## config.mk

```make
export PLATFORM = sky130hd
export DESIGN_NAME = cfg_spi_port
export DESIGN_NICKNAME = d
export VERILOG_FILES = /design/src/rtl/cfg_spi_pkg.sv /design/src/rtl/cfg_spi_sync.sv /design/src/rtl/cfg_spi_regbank.sv /design/src/rtl/cfg_spi_port.sv
export SDC_FILE = /design/constraint.sdc
export NUM_CORES = 1
export LEC_CHECK = 0
export BUFFER_PORTS_ARGS = -buffer_cell sky130_fd_sc_hd__buf_2
export CAP_MARGIN = 20
export CORE_AREA = 2 2 114 94
export DETAILED_ROUTE_END_ITERATION = 7
export DIE_AREA = 0 0 116 96
export GPL_TIMING_DRIVEN = 1
export PLACE_DENSITY = 0.73
export RECOVER_POWER = 50
export SYNTH_ARGS = -nofsm -noshare
export SYNTH_HDL_FRONTEND = slang
export SYNTH_SLANG_ARGS = --single-unit
```

## constraint.sdc

```tcl
create_clock -name clk -period 3.2 [get_ports clk]
set_input_delay 0.32 -clock clk [delete_from_list [all_inputs] [get_ports clk]]
set_output_delay 0.32 -clock clk [all_outputs]
set_load 0.005 [all_outputs]
```

## src/rtl/cfg_spi_pkg.sv

```systemverilog
package cfg_spi_pkg;

  localparam int unsigned ADDR_W = 15;

  localparam logic [ADDR_W-1:0] A_CFG  = 15'd0;
  localparam logic [ADDR_W-1:0] A_DPR  = 15'd1;
  localparam logic [ADDR_W-1:0] A_PWR  = 15'd2;
  localparam logic [ADDR_W-1:0] A_TYPE = 15'd3;
  localparam logic [ADDR_W-1:0] A_IDLO = 15'd4;
  localparam logic [ADDR_W-1:0] A_IDHI = 15'd5;

  typedef enum logic [1:0] {ST_IDLE, ST_INSTR, ST_DATA, ST_HOLD} port_state_e;

  // shift one serial bit into the instruction word
  function automatic logic [15:0] push16(logic [15:0] w, logic b, logic lsb);
    return lsb ? {b, w[15:1]} : {w[14:0], b};
  endfunction

  // shift one serial bit into a data byte
  function automatic logic [7:0] push8(logic [7:0] w, logic b, logic lsb);
    return lsb ? {b, w[7:1]} : {w[6:0], b};
  endfunction

  function automatic logic [ADDR_W-1:0] step_addr(logic [ADDR_W-1:0] a, logic up);
    return up ? a + 1'b1 : a - 1'b1;
  endfunction

  // read image of the configuration byte: both copies, reset bits read 0
  function automatic logic [7:0] cfg_image(logic lsb, logic up);
    return {1'b0, lsb, up, 2'b00, up, lsb, 1'b0};
  endfunction

endpackage

```

## src/rtl/cfg_spi_sync.sv

```systemverilog
module cfg_spi_sync #(
  parameter int unsigned STAGES = 2
) (
  input  logic clk,
  input  logic rst_n,
  input  logic csn_raw,
  input  logic sclk_raw,
  input  logic mosi_raw,
  output logic cs_active,
  output logic sclk_rise,
  output logic mosi_s
);
  localparam logic [2:0] RST_VAL = 3'b001;  // chip select idles high

  logic [2:0] raw;
  logic [2:0] synced;
  logic       sclk_d;

  assign raw = {mosi_raw, sclk_raw, csn_raw};

  for (genvar g = 0; g < 3; g++) begin : g_line
    logic [STAGES-1:0] q;
    always_ff @(posedge clk or negedge rst_n) begin
      if (!rst_n) q <= {STAGES{RST_VAL[g]}};
      else        q <= {q[STAGES-2:0], raw[g]};
    end
    assign synced[g] = q[STAGES-1];
  end

  always_ff @(posedge clk or negedge rst_n) begin
    if (!rst_n) sclk_d <= 1'b0;
    else        sclk_d <= synced[1];
  end

  assign cs_active = ~synced[0];
  assign sclk_rise = synced[1] & ~sclk_d & cs_active;
  assign mosi_s    = synced[2];
endmodule

```

## src/rtl/cfg_spi_regbank.sv

```systemverilog
module cfg_spi_regbank
  import cfg_spi_pkg::*;
#(
  parameter int unsigned BOOT_CYCLES = 625000,
  parameter logic [7:0]  CHIP_TYPE   = 8'h03,
  parameter logic [15:0] CHIP_ID     = 16'h00DE
) (
  input  logic              clk,
  input  logic              rst_n,
  input  logic              wr_req,
  input  logic [ADDR_W-1:0] wr_addr,
  input  logic [7:0]        wr_data,
  input  logic [ADDR_W-1:0] rd_addr,
  output logic [7:0]        rd_data,
  output logic              lsb_first,
  output logic              addr_up,
  output logic [1:0]        power_mode,
  output logic              dp_reset_pulse,
  output logic              boot_busy,
  output logic              wr_fire,
  output logic              srst_fire
);
  localparam int unsigned CNT_W = (BOOT_CYCLES < 2) ? 1 : $clog2(BOOT_CYCLES + 1);
  localparam logic [CNT_W-1:0] CNT_LOAD = CNT_W'(BOOT_CYCLES);

  logic [CNT_W-1:0] boot_cnt;

  assign boot_busy = (boot_cnt != '0);
  assign wr_fire   = wr_req & ~boot_busy;
  assign srst_fire = wr_fire & (wr_addr == A_CFG) & (wr_data[0] | wr_data[7]);

  always_ff @(posedge clk or negedge rst_n) begin
    if (!rst_n) begin
      lsb_first      <= 1'b0;
      addr_up        <= 1'b0;
      power_mode     <= 2'b00;
      dp_reset_pulse <= 1'b0;
      boot_cnt       <= '0;
    end else if (srst_fire) begin
      lsb_first      <= 1'b0;
      addr_up        <= 1'b0;
      power_mode     <= 2'b00;
      dp_reset_pulse <= 1'b0;
      boot_cnt       <= CNT_LOAD;
    end else begin
      dp_reset_pulse <= wr_fire & (wr_addr == A_DPR) & wr_data[1];
      if (boot_busy) boot_cnt <= boot_cnt - 1'b1;
      if (wr_fire && wr_addr == A_CFG) begin
        lsb_first <= wr_data[1] | wr_data[6];
        addr_up   <= wr_data[2] | wr_data[5];
      end
      if (wr_fire && wr_addr == A_PWR) power_mode <= wr_data[1:0];
    end
  end

  always_comb begin
    unique case (rd_addr)
      A_CFG:   rd_data = cfg_image(lsb_first, addr_up);
      A_PWR:   rd_data = {6'd0, power_mode};
      A_TYPE:  rd_data = CHIP_TYPE;
      A_IDLO:  rd_data = CHIP_ID[7:0];
      A_IDHI:  rd_data = CHIP_ID[15:8];
      default: rd_data = 8'h00;
    endcase
  end
endmodule

```

## src/rtl/cfg_spi_port.sv

```systemverilog
module cfg_spi_port
  import cfg_spi_pkg::*;
#(
  parameter int unsigned BOOT_CYCLES = 625000,
  parameter logic [7:0]  CHIP_TYPE   = 8'h03,
  parameter logic [15:0] CHIP_ID     = 16'h00DE,
  parameter int unsigned SYNC_STAGES = 2
) (
  input  logic       clk,
  input  logic       rst_n,
  input  logic       spi_csn,
  input  logic       spi_sclk,
  input  logic       spi_mosi,
  output logic       spi_miso,
  output logic [1:0] power_mode,
  output logic       dp_reset_pulse,
  output logic       boot_busy
);
  // named internal events
  logic cs_active, sclk_rise, mosi_s;
  logic instr_done, byte_done, wr_req, wr_fire, srst_fire;
  logic lsb_first, addr_up;

  port_state_e       state;
  logic [3:0]        bit_cnt;
  logic [15:0]       instr_sr;
  logic [7:0]        data_sr;
  logic              rw_q, txn_lsb, txn_up;
  logic [ADDR_W-1:0] cur_addr;
  logic [7:0]        rd_byte;

  logic [15:0]       instr_next;
  logic [7:0]        byte_next;
  logic [ADDR_W-1:0] next_addr, rd_addr;
  logic [7:0]        rd_data;
  logic [2:0]        tx_idx;

  cfg_spi_sync #(.STAGES(SYNC_STAGES)) u_sync (
    .clk(clk), .rst_n(rst_n),
    .csn_raw(spi_csn), .sclk_raw(spi_sclk), .mosi_raw(spi_mosi),
    .cs_active(cs_active), .sclk_rise(sclk_rise), .mosi_s(mosi_s)
  );

  assign instr_next = push16(instr_sr, mosi_s, txn_lsb);
  assign byte_next  = push8(data_sr, mosi_s, txn_lsb);
  assign instr_done = (state == ST_INSTR) & sclk_rise & (bit_cnt == 4'd15);
  assign byte_done  = (state == ST_DATA) & sclk_rise & (bit_cnt[2:0] == 3'd7);
  assign wr_req     = byte_done & ~rw_q;
  assign next_addr  = step_addr(cur_addr, txn_up);
  assign rd_addr    = instr_done ? instr_next[ADDR_W-1:0] : next_addr;

  cfg_spi_regbank #(
    .BOOT_CYCLES(BOOT_CYCLES), .CHIP_TYPE(CHIP_TYPE), .CHIP_ID(CHIP_ID)
  ) u_regs (
    .clk(clk), .rst_n(rst_n),
    .wr_req(wr_req), .wr_addr(cur_addr), .wr_data(byte_next),
    .rd_addr(rd_addr), .rd_data(rd_data),
    .lsb_first(lsb_first), .addr_up(addr_up),
    .power_mode(power_mode), .dp_reset_pulse(dp_reset_pulse),
    .boot_busy(boot_busy), .wr_fire(wr_fire), .srst_fire(srst_fire)
  );

  always_ff @(posedge clk or negedge rst_n) begin
    if (!rst_n) begin
      state    <= ST_IDLE;
      bit_cnt  <= '0;
      instr_sr <= '0;
      data_sr  <= '0;
      rw_q     <= 1'b0;
      txn_lsb  <= 1'b0;
      txn_up   <= 1'b0;
      cur_addr <= '0;
      rd_byte  <= '0;
    end else if (!cs_active) begin
      // settings are captured while idle, frozen for the whole transaction
      state   <= ST_IDLE;
      txn_lsb <= lsb_first;
      txn_up  <= addr_up;
    end else if (srst_fire) begin
      state <= ST_HOLD;
    end else begin
      unique case (state)
        ST_IDLE: begin
          state    <= ST_INSTR;
          bit_cnt  <= '0;
          instr_sr <= '0;
        end
        ST_INSTR: if (sclk_rise) begin
          instr_sr <= instr_next;
          bit_cnt  <= bit_cnt + 1'b1;
          if (instr_done) begin
            rw_q     <= instr_next[15];
            cur_addr <= instr_next[ADDR_W-1:0];
            rd_byte  <= rd_data;
            bit_cnt  <= '0;
            state    <= ST_DATA;
          end
        end
        ST_DATA: if (sclk_rise) begin
          data_sr <= byte_next;
          bit_cnt <= bit_cnt + 1'b1;
          if (byte_done) begin
            bit_cnt  <= '0;
            cur_addr <= next_addr;
            rd_byte  <= rd_data;
          end
        end
        default: state <= ST_HOLD;
      endcase
    end
  end

  assign tx_idx   = txn_lsb ? bit_cnt[2:0] : ~bit_cnt[2:0];
  assign spi_miso = cs_active & (state == ST_DATA) & rw_q & rd_byte[tx_idx];
endmodule

```

==> results.md, run 1 <==
* Run status: finished, violations left
* Violated checks: capacitance limit, slew limit
* Area growth, synth to finish at 11.9%
* Worst rel slew slack at -4.85%
* Post-Syn Instances at 545
* Iteration-0 DRC Markers at 313
* DIE AREA at 11100 um2
* Port Buf Inserts at 9
* Post-CTS setup buffer count at 0
* Worst hold path type: in -> reg
* Sink Count at 86
* Worst Max-Slew Pin Slew at 1.57 ns
* Total Wirelength at 11.2 mm
* Worst-Skew Late Latency at 0.35 ns
* CP Cell Sequence: inv_1 -> ha_1 -> or3b_1 -> or4bb_1 -> or4_4 -> nor2_4 -> or4_1 -> nor3_1 -> a21o_1
* ANT cells at 0
* GRT overflow at 0
* Layout cells sized above 1 at 10.8%
* R2r endpoint: bit_cnt[0]
* Worst endpoint required time at 3.43 ns
* Final instance area at 5500 um2
* Post-synth ARST share at 100%
* Reg2Reg Depth at 9
* Overall Global Routing Usage at 22.4%
* Remaining DRCs at 0
* Drt pass-1 iters at 5
* Metal2 WL at 4.88 mm
* Total CTS buffers at 9
* Dpl cell area at 5180 um2
* Row count at 33
* Worst setup SP type: flip-flop
* Routed len/inst at 16.0 um
* Synthesis Warnings at 0
* Max Cap Viol at 1
* Pin count of the biggest net entering global routing at 87
* Gpl congestion at 0.951
* Final Cycle Share at 96.4%
* Syn_nets at 563
* H-tree depth at 3
* Global-route wire length before repair at 19.2 mm
* Antenna viol nets, final at 0
* Final Hold Fails at 0
* Leak pwr at 0.00246 uW
* Syn Std Cell Area at 4910 um2
* Placed cell count at 686
* IO Pins at 10
* CTS tree: built
* Footprint of the multi-input gates at 2580 um2
* Core area at 9990 um2
* Hold Path End: u_sync.g_line[0].q[0]
* Worst hold start: spi_csn
* Setup CP Type: reg -> reg
* Die W at 116 um
* F_max at 0.324 GHz
* Final Net Count at 577
* Via count at 4033
* Vias in the first global route at 3786
* Worst path slowest cell: or4_4
* Post-DP HPWL at 8.12 mm
* PD cells at 1280 nW/um2
* Final Critical Period at 3.08 ns
* Worst path arrival time at 3.32 ns
* Critical R2R Launch: u_regs.boot_cnt[0]
* Top cell type's share of synthesized area at 42.8%
* FF-to-FF setup slack at 0.12 ns
* Reg clk slew, reported paths at 0.07 ns
* Synth top area cells: dfrtp_1 (43%), mux2i_1 (5.7%), nand2_1 (5.0%)
* Distinct cells, synth at 60
* Worst Setup End Kind: flip-flop
* RSZ-0062 raised after global routing: no
* Sequential cell area at 2150 um2
* Initial core utilization at 49.2%
* Maximum vdd drop at 1250 uV
* Final setup viols at 0
* Clock root cell: clkbuf_16
* Worst path max stage delay at 0.62 ns
* Number of cells on the worst hold path at 1
* FILL cells at 931
* Setup Total Neg Slack at 0 ns
* Die Y-Extent at 96 um
* Initial antenna violation count at 0
* Met1 WL at 5.39 mm
* Highest routed metal layer: met4
* Drt via density at 5.73
* Setup Skew at 0.00913 ns
* Synth Flop Type: dfrtp_1
* Yosys top cell by area: dfrtp_1
* Post-synth EDFFs at 0
* CTS Buffer Depth at 2
* CP Max Fanout at 8
* Sequential cell area fraction in the yosys report at 43.9%
* Synth Register Bits at 86
* Slew Limit Fails at 73
* Routed met3 length at 767 um
* Syn avg cell area at 9.02 um2
* Non-Filler Instances at 704
## area by class of cell
type | count | share of cell area (%)
multi-input cells | 411 | 46.9
flip-flops and latches | 86 | 39.2
clock buffers | 11 | 4.23
repair buffers | 31 | 4.03
well taps | 140 | 3.19
inverters | 20 | 1.37
clock inverters | 5 | 1.12
## state kept, by name, indices dropped and copies added (netlist names)
| register | cells |
|---|---|
| bit_cnt | 4 |
| cur_addr | 15 |
| data_sr | 8 |
| instr_sr | 16 |
| rd_byte | 6 |
| rw_q | 1 |
| state | 2 |
| txn_lsb | 1 |
| txn_up | 1 |
| u_regs.addr_up | 1 |
| u_regs.boot_cnt | 20 |
| u_regs.dp_reset_pulse | 1 |
| u_regs.lsb_first | 1 |
| u_regs.power_mode | 2 |
| u_sync.g_line.q | 6 |
| u_sync.sclk_d | 1 |
## through the flow
| stage | hold slack [ns] | setup slack [ns] | utilization [%] | total power (uW) |
|---|---|---|---|---|
| 3_3_place_gp | 0.334 | 0.220 | 51.8 | 5800 |
| 3_5_place_dp | 0.336 | 0.128 | 51.8 | 5940 |
| 5_1_grt | 0.0647 | 0.00388 | 55.0 | 7680 |
| 6_report | 0.0756 | 0.116 | 55.0 | 7020 |
| 2_1_floorplan | 0.0244 | 0.388 | - | 4870 |
| 4_1_cts | 0.0627 | 0.107 | 54.7 | 7030 |
## what timing repair did
item,CTS,global route
hold buffers,0,1
endpoints found under the hold margin,0,14
gates resized for setup,0,2
endpoints found under the setup margin,0,12
## worst max path at each step
stage	to	startpoint	cells after the start	slack, ns
3_3_place_gp	cur_addr[11]	u_regs.boot_cnt[0]	10	0.22
5_1_grt	bit_cnt[0]	u_regs.boot_cnt[0]	9	0.004
2_1_floorplan	bit_cnt[0]	u_regs.boot_cnt[0]	10	0.39
4_1_cts	bit_cnt[0]	u_regs.boot_cnt[0]	9	0.11
6_report	bit_cnt[0]	u_regs.boot_cnt[0]	9	0.12
3_5_place_dp	bit_cnt[0]	u_regs.boot_cnt[0]	9	0.13
## critical path: cells and delay by family, from the launching register on
family | cells | cell delay [ns]
and+or+nand+nor | 6 | 2.17
DFF | 1 | 0.38
AOI/OAI and AO/OA | 1 | 0.17
adders and majority gates | 1 | 0.16
buffers and inverters | 1 | 0.09
## cells by family (layout without fill, tap and decap cells)
| kind of cell | Yosys count | after routing | share of synthesized area, % |
|---|---|---|---|
| AO/OA/AOI/OAI | 124 | 124 | 15.1 |
| XOR/XNOR | 29 | 29 | 5.17 |
| adder cells (fa/ha/maj) | 13 | 13 | 3.31 |
| buffers and inverters | 48 | 67 | 4.10 |
| flip-flops | 86 | 86 | 43.9 |
| multiplexers | 37 | 37 | 7.77 |
| AND/OR/NAND/NOR | 208 | 208 | 20.8 |
## cells in the final DEF, fill, tap and decap left out, types with 3 or more instances in the layout
master	synthesis	layout
o31ai_1	6	6
buf_4	2	19
nand4_1	8	8
nor3_1	19	19
o21ai_1	21	20
nand3_1	11	11
clkbuf_1	18	3
nor4_1	5	5
and2_1	3	3
nor3b_1	5	5
nor2_1	52	52
clkinvlp_4	0	3
buf_2	5	9
o21ai_0	22	22
dfrtp_1	84	84
xnor2_1	18	18
mux2i_1	28	28
a31oi_1	5	5
inv_1	20	20
xor2_1	11	11
nand3b_1	3	3
or4_1	8	8
nand2_1	65	65
nand2b_1	6	6
a21oi_1	36	36
ha_1	13	13
mux2_2	8	8
o22ai_1	10	10
or3_1	5	5
clkbuf_16	0	9
nor2b_1	6	6
## metal layers
metal / track usage [%] / vias to the layer above
met5: 0 / -
met4: 7.74 / 0
met3: 4.85 / 17
met2: 32.6 / 129
met1: 33.2 / 1925
li1: - / 1962
## report_power, final
part | internal (uW) | switching (uW)
Combinational | 1810 | 2450
Sequential | 1420 | 298
Clock | 606 | 429
Total | 3840 | 3180
## synthesized netlist by cell type (all sizes together) (5+ instances only)
master,number
nand2b,6
or4,9
xor2,11
ha,13
nor3,19
o31ai,6
xnor2,18
mux2i,28
nor3b,5
a31oi,5
nor2b,6
nor2,53
dfrtp,84
o22ai,10
o21ai,45
a21oi,36
buf,10
nand3,12
mux2,9
nand4,8
inv,20
clkbuf,18
nand2,65
or3,5
nor4,5
Power figures use the tool's default switching activity.
==> run 2: changes to the inputs <==
--- a/config.mk
+++ b/config.mk
@@ -7,5 +7,4 @@
 export LEC_CHECK = 0
 export BUFFER_PORTS_ARGS = -buffer_cell sky130_fd_sc_hd__buf_2
-export CAP_MARGIN = 20
 export CORE_AREA = 2 2 114 94
 export DETAILED_ROUTE_END_ITERATION = 7
==> constraint.sdc (replaced) <==
create_clock -name clk -period 3.2 [get_ports clk]
set_input_delay 0.32 -clock clk [delete_from_list [all_inputs] [get_ports clk]]
set_output_delay 0.32 -clock clk [all_outputs]
set_load 0.05 [all_outputs]
==> results.md, run 2 (synthesis gave the netlist of run 1 again) <==
* Die W at 116 um
* Global-route wire length before repair at 19.2 mm
* Biggest register: u_regs.boot_cnt
* Via count at 4022
* Antenna viol nets, final at 0
* Top Registers: u_regs.boot_cnt x20, instr_sr x16, cur_addr x15
* Worst path max stage delay at 0.60 ns
* Final setup viols at 0
* Drt pass-1 iters at 5
* Worst endpoint required time at 3.43 ns
* Max Cap Viol at 1
* Final Net Count at 572
* Total CTS buffers at 9
* Setup Total Neg Slack at 0 ns
* Final Hold Fails at 0
* GRT overflow at 0
* Footprint of the multi-input gates at 2590 um2
* Port Buf Inserts at 9
* IO Pins at 10
* Worst setup SP type: flip-flop
* Sequential cell area at 2150 um2
* Vias in the first global route at 3873
* DIE AREA at 11100 um2
* Commonest non-fill, non-tap cell in the layout: dfrtp_1
* Total Wirelength at 11.3 mm
* Routed len/inst at 16.1 um
* Core area at 9990 um2
* Clock root cell: clkbuf_16
* ANT cells at 0
* Slew Limit Fails at 87
* Post-DP HPWL at 7.99 mm
* Initial antenna violation count at 0
* Setup CP Type: reg -> reg
* Setup Skew at 0.00971 ns
* Die Y-Extent at 96 um
* Drt via density at 5.75
* RSZ-0062 raised after global routing: no
* Hold slack at 0.0663 ns
* CP Max Fanout at 8
* Hold-fix buffers, CTS at 0
* Pin count of the biggest net entering global routing at 87
* Worst Max-Slew Pin Slew at 2.09 ns
* Worst path slowest cell: or4_4
* Final instance area at 5480 um2
* Violated checks: capacitance limit, slew limit
* Run status: finished, violations left
* CP Cell Sequence: inv_1 -> ha_1 -> or3b_1 -> or4bb_1 -> or4_4 -> nor2_4 -> or4_1 -> nor3_1 -> a21o_1
* Dpl cell area at 5170 um2
* Remaining DRCs at 0
* Final Critical Period at 3.02 ns
* FILL cells at 909
* Layout cells sized above 1 at 10.7%
* H-tree depth at 3
* Reg clk slew, reported paths at 0.07 ns
* CTS Buffer Depth at 2
* Post-CTS setup buffer count at 0
* Final Cycle Share at 94.3%
* Area growth, synth to finish at 11.5%
* Row count at 33
* Max reg flops at 20
* Worst path arrival time at 3.25 ns
* Worst-Skew Late Latency at 0.35 ns
* Overall Global Routing Usage at 22.3%
* Worst Setup End Kind: flip-flop
* F_max at 0.332 GHz
* Worst rel slew slack at -39.2%
* Worst hold path type: in -> reg
* Gpl congestion at 0.936
* CTS tree: built
* Initial core utilization at 49.2%
* Post-CTS sizing at 0
* Sink Count at 86
* Iteration-0 DRC Markers at 350
* Commonest non-fill, non-tap cells in the layout: dfrtp_1 (84), nand2_1 (65), nor2_1 (52)
==> run 2: changes by cell type in the layout (fill, tap and decap cells not counted), moves of 2 or more <==
cell        change
buf_4           -3
clkinvlp_4      -3
clkbuf_1        -2
inv_6           +2
==> run 2: final cells by class <==
class,instances,area share (%)
Clock buffer,10,4.18
Inverter,20,1.37
Tap cell,140,3.20
Multi-Input combinational cell,411,47.2
Clock inverter,6,1.28
Sequential cell,86,39.3
Timing Repair Buffer,26,3.38
==> run 2: path summary, 6_finish.rpt <==
| path | from | slack [ns] | cells after the start | endpoint |
|---|---|---|---|---|
| min | spi_csn | 0.07 | 1 | u_sync.g_line[0].q[0] |
| max | u_regs.boot_cnt[0] | 0.18 | 9 | bit_cnt[0] |
| max reg2reg | u_regs.boot_cnt[0] | 0.18 | 9 | bit_cnt[0] |
| max in group asynchronous | rst_n | 1.40 | 1 | bit_cnt[2] |
| min reg2reg | u_sync.g_line[1].q[0] | 0.35 | 0 | u_sync.g_line[1].q[1] |
| min in group asynchronous | rst_n | 0.57 | 1 | u_regs.boot_cnt[14] |
==> run 2: routing by layer <==
| layer | part of all wire, % | track usage (%) | wire length, um |
|---|---|---|---|
| met5 | 0 | 0 | 0 |
| met4 | 1.6 | 6.05 | 176 |
| met3 | 6.3 | 5.86 | 714 |
| met2 | 45 | 33.6 | 5020 |
| met1 | 48 | 32.1 | 5370 |
==> run 2: through the flow <==
step,cells,util [%],worst slack (ns)
floorplan,545,-,0.289
global placement,683,51.8,0.238
detailed placement,683,51.8,0.190
CTS,699,54.8,0.150
global route,699,54.8,0.0198
finish,699,54.8,0.184
==> run 2: worst max-delay path: cells and delay by family, from the launching register on <==
family          cells  cell delay [ns]
flops               1             0.38
compound gates      1             0.17
fa+ha+maj           1             0.17
buf+inv             1             0.09
simple gates        6             2.09
Power of run 2 is left out: the tool's default activity adds up to more than one toggle a clock period on the data nets, which glitch-free logic cannot reach.
